### config.mk
export PLATFORM = sky130hd
export DESIGN_NAME = i2c_devid_seq
export DESIGN_NICKNAME = d
export VERILOG_FILES = /design/src/rtl/devid_pkg.sv /design/src/rtl/devid_byte_ptr.sv /design/src/rtl/devid_byte_mux.sv /design/src/rtl/devid_fsm.sv /design/src/rtl/i2c_devid_seq.sv
export SDC_FILE = /design/constraint.sdc
export NUM_CORES = 1
export LEC_CHECK = 0
export BUFFER_PORTS_ARGS = -buffer_cell sky130_fd_sc_hd__buf_2
export CORE_MARGIN = 1
export CORE_UTILIZATION = 43
export CTS_CLUSTER_SIZE = 25
export DETAILED_ROUTE_END_ITERATION = 7
export GPL_TIMING_DRIVEN = 0
export PLACE_DENSITY = 0.77
export SKIP_CTS_REPAIR_TIMING = 1
export SYNTH_ARGS = -nofsm -noshare
export SYNTH_HDL_FRONTEND = slang
export SYNTH_SLANG_ARGS = --single-unit
### constraint.sdc
create_clock -name clk -period 1.9 [get_ports clk]
set_input_delay 0.38 -clock clk [delete_from_list [all_inputs] [get_ports clk]]
set_output_delay 0.38 -clock clk [all_outputs]
set_load 0.005 [all_outputs]
### src/rtl/devid_pkg.sv
// Package: shared constants and the state type of the identity read sequencer.
// Assumes 7-bit I2C addressing with the R/W flag in bit 0 of address bytes.
package devid_pkg;
    localparam int          ADDR_W     = 7;
    localparam logic [7:0]  RSV_ID_WR  = 8'hF8;
    localparam logic [7:0]  RSV_ID_RD  = 8'hF9;
    localparam logic [7:0]  IDLE_BYTE  = 8'hFF;

    typedef enum logic [2:0] {
        ST_IDLE,      // nothing in progress
        ST_FIRST,     // START seen, waiting for the first address byte
        ST_GOT_RSV,   // F8h accepted, waiting for the target address byte
        ST_ARMED,     // own address named, waiting for the repeated START
        ST_ARM_RS,    // repeated START while armed, waiting for F9h
        ST_SERVE      // identity readout in progress
    } seq_state_t;
endpackage

### src/rtl/devid_byte_ptr.sv
// Module: wrapping byte index for the identity readout.
// Clears to zero on request and advances by one per acknowledged byte,
// going from NUM_BYTES-1 back to zero. Assumes clear and advance are exclusive.
module devid_byte_ptr #(
    parameter int NUM_BYTES = 3,
    parameter int PTR_W     = (NUM_BYTES > 1) ? $clog2(NUM_BYTES) : 1
) (
    input  logic             clk,
    input  logic             rst_n,
    input  logic             clear,
    input  logic             advance,
    output logic [PTR_W-1:0] ptr
);
    localparam logic [PTR_W-1:0] LAST = PTR_W'(NUM_BYTES - 1);

    // Index register: clear on readout entry, wrap at the last byte.
    always_ff @(posedge clk) begin
        if (!rst_n || clear) begin
            ptr <= '0;
        end else if (advance) begin
            ptr <= (ptr == LAST) ? '0 : ptr + 1'b1;
        end
    end
endmodule

### src/rtl/devid_byte_mux.sv
// Module: selects one byte of the identity value, most significant byte first.
// Drives FFh (released line) when not enabled. Assumes sel < NUM_BYTES when enabled.
module devid_byte_mux #(
    parameter int                   NUM_BYTES = 3,
    parameter logic [8*NUM_BYTES-1:0] ID_VALUE = 24'h000800,
    parameter int                   PTR_W     = 2
) (
    input  logic             enable,
    input  logic [PTR_W-1:0] sel,
    output logic [7:0]       byte_o
);
    import devid_pkg::*;

    logic [7:0] id_bytes [NUM_BYTES];

    // Slice the identity into bytes, index 0 being the most significant.
    for (genvar g = 0; g < NUM_BYTES; g++) begin : g_slice
        assign id_bytes[g] = ID_VALUE[8*(NUM_BYTES-1-g) +: 8];
    end

    // Byte selection with an idle default.
    always_comb begin
        byte_o = IDLE_BYTE;
        for (int i = 0; i < NUM_BYTES; i++) begin
            if (enable && sel == PTR_W'(i)) byte_o = id_bytes[i];
        end
    end
endmodule

### src/rtl/devid_fsm.sv
// Module: transaction tracker for the reserved identity read.
// Consumes decoded bus events; STOP has priority over START, and START over
// byte and acknowledge events in the same cycle. Produces the acknowledge
// request and the pointer controls for the readout.
module devid_fsm (
    input  logic                         clk,
    input  logic                         rst_n,
    input  logic [devid_pkg::ADDR_W-1:0] own_addr,
    input  logic                         start_seen,
    input  logic                         stop_seen,
    input  logic                         rx_valid,
    input  logic [7:0]                   rx_data,
    input  logic                         tx_done,
    input  logic                         tx_acked,
    output devid_pkg::seq_state_t        state,
    output logic                         ack_req,
    output logic                         ptr_clear,
    output logic                         ptr_adv
);
    import devid_pkg::*;

    seq_state_t state_nx;
    logic       ack_nx;
    logic       own_match;

    // Address comparison ignores the R/W bit.
    assign own_match = (rx_data[7:1] == own_addr);

    // Next state and acknowledge decision.
    always_comb begin
        state_nx  = state;
        ack_nx    = ack_req;
        ptr_clear = 1'b0;
        ptr_adv   = 1'b0;
        if (stop_seen) begin
            state_nx = ST_IDLE;
            ack_nx   = 1'b0;
        end else if (start_seen) begin
            state_nx = (state == ST_ARMED) ? ST_ARM_RS : ST_FIRST;
            ack_nx   = 1'b0;
        end else if (rx_valid) begin
            ack_nx   = 1'b0;
            state_nx = ST_IDLE;
            unique case (state)
                ST_FIRST: if (rx_data == RSV_ID_WR) begin
                    state_nx = ST_GOT_RSV;
                    ack_nx   = 1'b1;
                end
                ST_GOT_RSV: if (own_match) begin
                    state_nx = ST_ARMED;
                    ack_nx   = 1'b1;
                end
                ST_ARM_RS: if (rx_data == RSV_ID_RD) begin
                    state_nx  = ST_SERVE;
                    ack_nx    = 1'b1;
                    ptr_clear = 1'b1;
                end
                default: ;
            endcase
        end else if (tx_done && state == ST_SERVE) begin
            if (tx_acked) ptr_adv  = 1'b1;
            else          state_nx = ST_IDLE;
        end
    end

    // State and acknowledge registers.
    always_ff @(posedge clk) begin
        if (!rst_n) begin
            state   <= ST_IDLE;
            ack_req <= 1'b0;
        end else begin
            state   <= state_nx;
            ack_req <= ack_nx;
        end
    end
endmodule

### src/rtl/i2c_devid_seq.sv
// Module: top of the identity read sequencer.
// Ties the transaction tracker, the wrapping byte index and the identity byte
// selector. Assumes the bit engine delivers one-cycle event pulses.
module i2c_devid_seq #(
    parameter int                     ID_BYTES = 3,
    parameter logic [8*ID_BYTES-1:0]  ID_VALUE = 24'h000800
) (
    input  logic       clk,
    input  logic       rst_n,
    input  logic [6:0] own_addr,
    input  logic       start_seen,
    input  logic       stop_seen,
    input  logic       rx_valid,
    input  logic [7:0] rx_data,
    input  logic       tx_done,
    input  logic       tx_acked,
    output logic       ack_req,
    output logic       tx_en,
    output logic [7:0] tx_byte
);
    import devid_pkg::*;

    localparam int PTR_W = (ID_BYTES > 1) ? $clog2(ID_BYTES) : 1;

    seq_state_t       state;
    logic             ptr_clear;
    logic             ptr_adv;
    logic [PTR_W-1:0] ptr;

    devid_fsm u_fsm (
        .clk        (clk),
        .rst_n      (rst_n),
        .own_addr   (own_addr),
        .start_seen (start_seen),
        .stop_seen  (stop_seen),
        .rx_valid   (rx_valid),
        .rx_data    (rx_data),
        .tx_done    (tx_done),
        .tx_acked   (tx_acked),
        .state      (state),
        .ack_req    (ack_req),
        .ptr_clear  (ptr_clear),
        .ptr_adv    (ptr_adv)
    );

    devid_byte_ptr #(.NUM_BYTES(ID_BYTES), .PTR_W(PTR_W)) u_ptr (
        .clk     (clk),
        .rst_n   (rst_n),
        .clear   (ptr_clear),
        .advance (ptr_adv),
        .ptr     (ptr)
    );

    // Readout is active only in the serving state.
    assign tx_en = (state == ST_SERVE);

    devid_byte_mux #(.NUM_BYTES(ID_BYTES), .ID_VALUE(ID_VALUE), .PTR_W(PTR_W)) u_mux (
        .enable (tx_en),
        .sel    (ptr),
        .byte_o (tx_byte)
    );
endmodule

==> impl_metrics.csv <==
group,metric,value,unit
run_status,outcome,"completed",
cells_and_area,layout_common_cells,"buf_2, xor2_1, buf_4",
floorplanning,core_area,0.00119,mm^2
worst_setup_path,endpoint_kind,"output pin",
clock_network,cts_sinks,6,
logic_synthesis,synth_warnings,0,
timing,fmax,558,MHz
floorplanning,die_area,0.00152,mm^2
worst_setup_path,critPathTopFamily,"flip-flops",
timing,hold_viol_final,0,
timing,timing.final.crit_share,94.3,%
logic_synthesis,yosys.area.top_type,"dfxtp_1",
worst_setup_path,worstSetupPathType,"register to output pin",
place,dp_hpwl,1050,um
worst_setup_path,crit_arrival,1.41,ns
place,numPortBuffers,31,
routing,vias,606,
flow_run,max_cap_violations,0,
logic_synthesis,netlist_area,589,um^2
cells_and_area,n_antenna_cell,0,
logic_synthesis,synth_seq_cells,6,
global_routing,grt_pass1_vias,551,
floorplanning,die_h,39.0,um
logic_synthesis,synthTopCellsByArea,"dfxtp_1, xor2_1, buf_4",
floorplanning,pin_count,32,
routing,drtPass1Iterations,4,
power,total_power,0.307,mW
clock_network,cts_buffers,3,
routing,wl,1190,um
routing,remaining_drc_errors,0,
timing,worst_slew_pin_slew,0.362,ns
worst_setup_path,critical_path_required,1.52,ns
timing,rsz0062_at_grt,"no",
cells_and_area,layout_commonest_cell,"buf_2",
timing,period_minus_slack,1.79,ns
clock_network,clock_latency,0.24,ns
power,p_per_area,391,mW/mm^2
routing,antenna_left,0,
cells_and_area,drive_gt1_share,45.1,%
worst_setup_path,cpPeakStageDelay,0.43,ns
logic_synthesis,synthCells,68,
floorplanning,fp.dieW,39.0,um
routing,viasPerCell,5.22,
global_routing,antenna_found_initial,0,
timing,slew_headroom,75.7,%
timing,setup_viol,0,
worst_setup_path,crit_path_start_kind,"register",
timing,slew_viol_final,0,
logic_synthesis,ys_types,31,
hold_path,hold_path_class,"input pin to register",
worst_setup_path,cp_cell_sequence,"and3b_1 -> buf_4 -> nand2_1 -> buf_4 -> buf_2",
floorplanning,rows,12,
worst_setup_path,worst-path-max-fanout,8,
clock_network,clkTransAtPathRegs,0.04,ns
cells_and_area,synthToLayoutAreaGrowth,33.1,%
logic_synthesis,synth_top_area_share,20.4,%
clock_network,cts_buffer_depth,2,
logic_synthesis,synthesis.nets,90,
floorplanning,initial_core_util,49.7,%
clock_network,cts_tree,"built",
timing,setup-tns-final,0,ns
logic_synthesis,syn_avg_cell_area,8.67,um^2
place,gp_congestion,0.819,
routing,wl_per_cell,10.3,um
global_routing,grt_use_total,19.8,%
power,ir_worst_vdd,0.000328,V
worst_setup_path,crit_buf_inv,3,
clock_network,cts_max_level,1,
routing,drt_iter0_markers,15,
timing,finClkSkew,0.000972,ns
global_routing,grt_pass1_wl,2070,um
logic_synthesis,ys_seq_area_share,20.4,%
worst_setup_path,slowest_stage,"dfxtp_1",
global_routing,grt_max_degree,9,
clock_network,cts-root-buf,"clkbuf_4",
cells_and_area,finalNetCount,126,
worst_setup_path,cp_common_cell,"buf_4",
worst_setup_path,reg2reg_slack,0.40,ns
cells_and_area,nFillCells,114,
global_routing,grt_overflow,0,
power,p_leak,0.346,nW
-- layout make-up --
class,count,area [um^2],share of cell area (%)
clock buffer,3,22.5,2.87
inverter,3,11.3,1.44
timing repair buffer,31,155,19.8
buffer,7,52.6,6.70
sequential,6,120,15.3
tap,14,17.5,2.23
multi-input combinational,52,405,51.7
-- cells in the mapped netlist (all sizes together) --
cell and count:
and3b 1, buf 7, o21ai 4, a31oi 1
o211a 1, o221ai 1, a21oi 3, nand2b 2
a21bo 1, dfxtp 6, or4b 1, a211oi 2
xor2 8, or3 1, nor3 2, nand4b 1
nand4bb 1, or3b 3, inv 3, nand2 4
a21boi 1, nor2b 3, a221oi 1, nor2 3
nand3 2, nor4 3, nand4 2
-- state kept, by name, summed over array words and instances (netlist names) --
register / count
u_fsm.ack_req: 1
u_fsm.state: 3
u_ptr.ptr: 2
-- through the flow --
step	setup WS [ns]	area, um^2	hold WS [ns]	instances	util, %
after floorplan	0.483	589	0.446	68	-
after global placement	0.270	762	0.467	113	64.2
after detailed placement	0.275	762	0.473	113	64.2
after CTS	0.0817	785	0.445	116	66.1
after global routing	0.0184	785	0.458	116	66.1
final	0.107	785	0.456	116	66.1
-- per-layer routing --
metal	vias to the layer above	global-route usage (%)	wire length, um
met3	0	3.47	56
met1	276	25.2	558
met4	0	10.3	0
met5	-	0	0
met2	18	31.3	578
li1	312	-	-
-- worst reg2reg max path: cells and delay by family (launching register included) --
| kind | cells | cell delay, ns |
|---|---|---|
| simple gates | 2 | 0.72 |
| compound gates | 2 | 0.28 |
| flops | 1 | 0.43 |
-- report_power, final --
part / total, mW / internal, mW / switching [mW]
logic: 0.0663 / 0.0309 / 0.0354
registers: 0.130 / 0.128 / 0.00196
clock network: 0.111 / 0.0710 / 0.0401
-- worst paths after layout --
| kind | startpoint | to | cells after the start |
|---|---|---|---|
| min reg2reg | u_ptr.ptr[1] | u_ptr.ptr[1] | 2 |
| max | u_fsm.state[1] | tx_byte[7] | 5 |
| min | rst_n | u_fsm.state[2] | 3 |
| max reg2reg | u_fsm.state[1] | u_fsm.state[0] | 4 |
-- logic make-up (layout without fill, tap and decap cells) --
logic type	count (synthesis)	in the layout	synth area share, %
buf+inv	10	44	10.8
compound gates	15	15	17.2
simple gates	29	29	39.7
flops	6	6	20.4
xor+xnor	8	8	11.9
Note: power is estimated with default switching activity, not from simulation.
